`config.mk`:
```
export PLATFORM = sky130hd
export DESIGN_NAME = scan_seq
export DESIGN_NICKNAME = d
export VERILOG_FILES = /design/src/rtl/scan_seq_pkg.sv /design/src/rtl/scan_seq_decode.sv /design/src/rtl/scan_seq_wrptr.sv /design/src/rtl/scan_seq.sv
export SDC_FILE = /design/constraint.sdc
export NUM_CORES = 1
export LEC_CHECK = 0
export BUFFER_PORTS_ARGS = -buffer_cell sky130_fd_sc_hd__buf_2
export CORE_MARGIN = 1.5
export CORE_UTILIZATION = 53
export DETAILED_ROUTE_END_ITERATION = 8
export GPL_TIMING_DRIVEN = 0
export PLACE_DENSITY = 0.88
export SYNTH_ARGS = -nofsm -noshare
export SYNTH_HDL_FRONTEND = slang
export SYNTH_HIERARCHICAL = 1
export SYNTH_SLANG_ARGS = --single-unit
export TNS_END_PERCENT = 50
```
`constraint.sdc`:
```
create_clock -name clk -period 4.9 [get_ports clk]
set_input_delay 0.735 -clock clk [delete_from_list [all_inputs] [get_ports clk]]
set_output_delay 0.735 -clock clk [all_outputs]
set_load 0.02 [all_outputs]
```
`src/rtl/scan_seq_pkg.sv`:
```
package scan_seq_pkg;
  typedef enum logic [2:0] {
    ST_IDLE,   // waiting for an address
    ST_ITRK,   // internal mode, tracking until the 9th falling edge
    ST_ETRK,   // bus-timed mode, counting rising edges
    ST_CONV,   // conversion in progress
    ST_HELD    // internal scan complete, results held
  } seq_state_e;
endpackage

```
`src/rtl/scan_seq_decode.sv`:
```
module scan_seq_decode #(
  parameter int REPEAT = 8,
  parameter int CH_W   = 1,
  parameter int CNT_W  = 4
) (
  input  logic             ext_mode,
  input  logic [1:0]       scan,
  input  logic [CH_W-1:0]  cs,
  output logic             sweep,
  output logic [CNT_W-1:0] last_idx
);
  always_comb begin
    sweep = (scan == 2'b00);
    if (sweep)
      last_idx = CNT_W'(cs);
    else if (scan == 2'b01 && !ext_mode)
      last_idx = CNT_W'(REPEAT - 1);
    else
      last_idx = '0;  // single, reserved, or bus-timed repeat
  end
endmodule

```
`src/rtl/scan_seq_wrptr.sv`:
```
module scan_seq_wrptr #(
  parameter int DEPTH  = 2,
  parameter int PTR_W  = 1,
  parameter int RCNT_W = 2
) (
  input  logic              clk,
  input  logic              rst_n,
  input  logic              clr,
  input  logic              we,
  output logic [PTR_W-1:0]  ptr,
  output logic [RCNT_W-1:0] cnt
);
  logic [PTR_W-1:0]  ptr_d;
  logic [RCNT_W-1:0] cnt_d;
  logic              upd;

  always_comb begin
    upd   = clr | we;
    ptr_d = ptr;
    cnt_d = cnt;
    if (clr) begin
      ptr_d = '0;
      cnt_d = '0;
    end else if (we) begin
      ptr_d = (ptr == PTR_W'(DEPTH - 1)) ? '0 : ptr + 1'b1;
      if (cnt != RCNT_W'(DEPTH)) cnt_d = cnt + 1'b1;
    end
  end

  always_ff @(posedge clk or negedge rst_n) begin
    if (!rst_n) begin
      ptr <= '0;
      cnt <= '0;
    end else if (upd) begin
      ptr <= ptr_d;
      cnt <= cnt_d;
    end
  end
endmodule

```
`src/rtl/scan_seq.sv`:
```
module scan_seq
  import scan_seq_pkg::*;
#(
  parameter int NUM_CH = 2,
  parameter int DEPTH  = 2,
  parameter int REPEAT = 8,
  parameter int RES_W  = 12,
  localparam int CH_W   = (NUM_CH > 1) ? $clog2(NUM_CH) : 1,
  localparam int PTR_W  = (DEPTH > 1) ? $clog2(DEPTH) : 1,
  localparam int RCNT_W = $clog2(DEPTH + 1)
) (
  input  logic              clk,
  input  logic              rst_n,
  input  logic              addr_valid,
  input  logic              scl_rise,
  input  logic              scl_fall,
  input  logic              bus_end,
  input  logic              ext_clk_mode,
  input  logic [1:0]        scan_mode,
  input  logic [CH_W-1:0]   cs_sel,
  input  logic              conv_done,
  input  logic [RES_W-1:0]  conv_result,
  output logic [CH_W-1:0]   chan,
  output logic              track,
  output logic              conv_start,
  output logic              scl_hold,
  output logic              mem_we,
  output logic [PTR_W-1:0]  mem_addr,
  output logic [RES_W-1:0]  mem_wdata,
  output logic [RCNT_W-1:0] result_cnt
);
  localparam int MAXN  = (REPEAT > NUM_CH) ? REPEAT : NUM_CH;
  localparam int CNT_W = $clog2(MAXN + 1);

  seq_state_e       state_q, state_d;
  logic [CNT_W-1:0] idx_q, idx_d;
  logic [1:0]       ecnt_q, ecnt_d;
  logic             start_q, start_d;
  logic             ext_q;
  logic [1:0]       scan_q;
  logic [CH_W-1:0]  cs_q;
  logic             sweep;
  logic [CNT_W-1:0] last_idx;
  logic             at_last;

  // configuration captured with the address
  always_ff @(posedge clk or negedge rst_n) begin
    if (!rst_n) begin
      ext_q  <= 1'b0;
      scan_q <= 2'b11;
      cs_q   <= '0;
    end else if (addr_valid) begin
      ext_q  <= ext_clk_mode;
      scan_q <= scan_mode;
      cs_q   <= cs_sel;
    end
  end

  scan_seq_decode #(.REPEAT(REPEAT), .CH_W(CH_W), .CNT_W(CNT_W)) dec_i (
    .ext_mode (ext_q),
    .scan     (scan_q),
    .cs       (cs_q),
    .sweep    (sweep),
    .last_idx (last_idx)
  );

  assign at_last = (idx_q == last_idx);

  always_comb begin
    state_d = state_q;
    idx_d   = idx_q;
    ecnt_d  = ecnt_q;
    start_d = 1'b0;
    mem_we  = 1'b0;
    if (addr_valid) begin
      idx_d   = '0;
      ecnt_d  = '0;
      state_d = ext_clk_mode ? ST_ETRK : ST_ITRK;
    end else if (bus_end) begin
      ecnt_d  = '0;
      state_d = ST_IDLE;
    end else begin
      case (state_q)
        ST_ITRK: if (scl_fall) begin
          if (ecnt_q == 2'd1) begin
            state_d = ST_CONV;
            start_d = 1'b1;
            ecnt_d  = '0;
          end else ecnt_d = ecnt_q + 2'd1;
        end
        ST_ETRK: if (scl_rise) begin
          if (ecnt_q == 2'd2) begin
            state_d = ST_CONV;
            start_d = 1'b1;
            ecnt_d  = '0;
          end else ecnt_d = ecnt_q + 2'd1;
        end
        ST_CONV: if (conv_done) begin
          mem_we = 1'b1;
          if (ext_q) begin
            idx_d   = at_last ? '0 : idx_q + 1'b1;
            ecnt_d  = 2'd1;
            state_d = ST_ETRK;
          end else if (at_last) begin
            state_d = ST_HELD;
          end else begin
            idx_d   = idx_q + 1'b1;
            start_d = 1'b1;
          end
        end
        default: ;
      endcase
    end
  end

  always_ff @(posedge clk or negedge rst_n) begin
    if (!rst_n) begin
      state_q <= ST_IDLE;
      idx_q   <= '0;
      ecnt_q  <= '0;
      start_q <= 1'b0;
    end else begin
      state_q <= state_d;
      idx_q   <= idx_d;
      ecnt_q  <= ecnt_d;
      start_q <= start_d;
    end
  end

  scan_seq_wrptr #(.DEPTH(DEPTH), .PTR_W(PTR_W), .RCNT_W(RCNT_W)) wp_i (
    .clk   (clk),
    .rst_n (rst_n),
    .clr   (addr_valid),
    .we    (mem_we),
    .ptr   (mem_addr),
    .cnt   (result_cnt)
  );

  assign chan       = sweep ? idx_q[CH_W-1:0] : cs_q;
  assign conv_start = start_q;
  assign scl_hold   = (state_q == ST_CONV) && !ext_q;
  assign track      = (state_q == ST_ITRK) || (state_q == ST_ETRK && ecnt_q != 2'd0);
  assign mem_wdata  = conv_result;
endmodule

```
==> results.cfg <==
[run_status]
status = complete, no violations

[place]
place_area_um2 = 1380
hpwl_um = 1910
place_congestion = 0.785
portBuffers = 30
preCtsSetupSlack_ps = 2210

[synthesis]
synth_area_per_cell_um2 = 9.91
synth_cell_type_count = 46
synth-seq-cells = 17
yosysSeqAreaShare = 0.357
yosys.area_share.simple = 0.192
synth_nets = 146
synthAdderAreaFrac = 0.0209
synth_cells = 121
synth.cell_area_um2 = 1200
async_reset_ff_frac = 1.00
synth_xor_area_frac = 0.0438
synth_edf_count = 0
synth_top_family_by_area = simple AND/OR/NAND/NOR gates
synth-compound-area-share = 0.185
synth_flop_cell = dfrtp_1
yosysWarnings = 6
muxShareOfSynthArea = 0.0741

[power]
peakVddDrop_mv = 0.176
p_leak_nw = 0.694
p_seq_frac = 0.488
intPower_mw = 0.217
p_sw_frac = 0.320
power.share.clock = 0.248
pwr-share-comb = 0.264
p_switching_mw = 0.102
p_per_area_nw_per_um2 = 226

[timing]
drv_slew = 0
finalCritPeriodShare = 0.549
rsz0062_at_grt = no
setup_viol = 0
hold_viol_final = 0
clock_skew_ps = 12.6
worst_slack_ps = 2210
whs_ps = 320
finalSetupTns_ps = 0
max_freq_ghz = 0.372
min_period_ps = 2690

[detailed_routing]
ant_nets = 0
wl_per_cell_um = 13.5
drtPass1Iterations = 4
viasPerCell = 5.54
drt_iter0_drc = 18
routed_wirelength_um = 2470
drcViolationCount = 0
vias = 1014

[grt]
grt.met3_usage = 0.0506
grt_util_met2 = 0.393
grt_first_pass_wirelength_um = 4320
grt.overflow.total = 0
antenna_found_initial = 0
grt_pass1_vias = 995
grtUsageTotal = 0.226
grt_util_met1 = 0.263
grt_max_degree = 18
grt_busiest_layer = met2

[layout]
multiInputGateArea_um2 = 622
syn2layout_area_growth_pct = 17.7
antenna_cells = 0
regArea_um2 = 428
post-route-cell-area_um2 = 1410
layout.nets = 181
fill_cells = 190
layout-drive-gt1-share = 0.419

[hold_path]
hp-class = input port to async pin

[floorplan]
core-area_um2 = 2170
dieArea_um2 = 2560
ioPinCount = 43
rows = 17
die_w_um = 50.6
die_y_um = 50.6
initial_core_util = 0.552

[worst_setup_path]
crit_fanout = 9
crit_type = input port to output port
end_kind = output port
worstSetupStartpointType = input port
cp.arrival_ps = 1960
worstPathRequired_ps = 4160

[clocking]
worstSkewPairLatency_ps = 300
cts_tree = built
path_clk_slew_ps = 110
postCtsResizedCells = 0
ctsHtreeMaxLevel = 1
clkSinkCount = 17
post-cts-setup-buffers = 0
cts_buffers = 3
clockBufferDepth = 2
cts-root-buf = clkbuf_4
cts_hold_buf = 0

[flow_run]
cap_viol_max_count = 0
-- flip-flops by register name (all words and copies together), names as in the netlist --
name	cells
cs_q	1
wp_i/ptr	1
ecnt_q	2
state_q	3
scan_q	2
idx_q	4
wp_i/cnt	2
conv_start	1
ext_q	1
-- power by group through the flow --
stage | logic [mW] | clock network [mW] | registers (mW)
floorplan | 0.0621 | 0 | 0.156
global placement | 0.0811 | 0 | 0.157
detailed placement | 0.0838 | 0 | 0.158
CTS | 0.0845 | 0.0800 | 0.155
global route | 0.0926 | 0.0858 | 0.157
finish | 0.0841 | 0.0791 | 0.155
-- logic make-up (layout without fill, tap and decap cells) --
kind of cell               count (synthesis)  count (layout)
AOI/OAI and AO/OA                         27              27
xor gates and xnor gates                   6               6
adders and majority gates                  2               2
buffers and inverters                     23              57
DFF                                       17              17
muxes                                      8               8
other                                      1               1
and+or+nand+nor                           37              37
-- layer usage --
layer / wire length [um] / vias up
li1: - / 476
met4: 53 / 0
met1: 973 / 485
met3: 171 / 8
met2: 1270 / 45
met5: 0 / -
-- worst max-delay path: stages --
cell,delay (ps)
buf_2,130
buf_2,170
or2_1,210
clkbuf_1,220
nor2_1,270
buf_2,210
-- synthesized netlist by cell type (all sizes together) (3+ instances only) --
cell type | count | area share
a21oi | 8 | 0.037
and2b | 5 | 0.033
buf | 17 | 0.11
dfrtp | 15 | 0.31
inv | 5 | 0.016
mux2 | 7 | 0.066
nand2b | 5 | 0.026
nor2 | 11 | 0.037
nor2b | 4 | 0.021
o21ai | 3 | 0.013
xnor2 | 6 | 0.044
-- placed cells by master, fill, tap and decap left out, drive strengths merged, types with 2 or more instances in the layout --
cell / instances
buf: 47
dfrtp: 15
nor2: 11
a21oi: 8
mux2: 7
xnor2: 6
inv: 5
nand2b: 5
and2b: 5
nor2b: 4
clkbuf: 4
o21ai: 3
a32o: 2
nand3: 2
o22ai: 2
a22o: 2
ha: 2
dfstp: 2
-- per-stage QoR --
step                cells   util  total power [mW]
floorplan             121      -             0.218
global placement      179  0.638             0.238
detailed placement    179  0.638             0.242
CTS                   183  0.651             0.320
global route          183  0.651             0.335
finish                183  0.651             0.319
-- layout make-up --
cell class | count | share of cell area
inverter | 5 | 0.0133
multi-input combinational | 81 | 0.441
tap | 28 | 0.0248
clock buffer | 3 | 0.0160
clock inverter | 1 | 0.00355
buffer | 18 | 0.0922
sequential | 17 | 0.303
timing repair buffer | 30 | 0.106
-- final timing paths --
check / start / end / slack, ps / cells after the start
worst max-delay path: addr_valid / mem_we / 2210 / 6
worst min-delay path: rst_n / cs_q / 320 / 1
worst max register to register: scan_q[0] / state_q[0] / 2850 / 7
worst min register to register: cs_q / cs_q / 540 / 1
max in group asynchronous: rst_n / scan_q[1] / 4280 / 1
min in group clk: cs_q / cs_q / 540 / 1
Note: power is estimated with default switching activity, not from simulation.
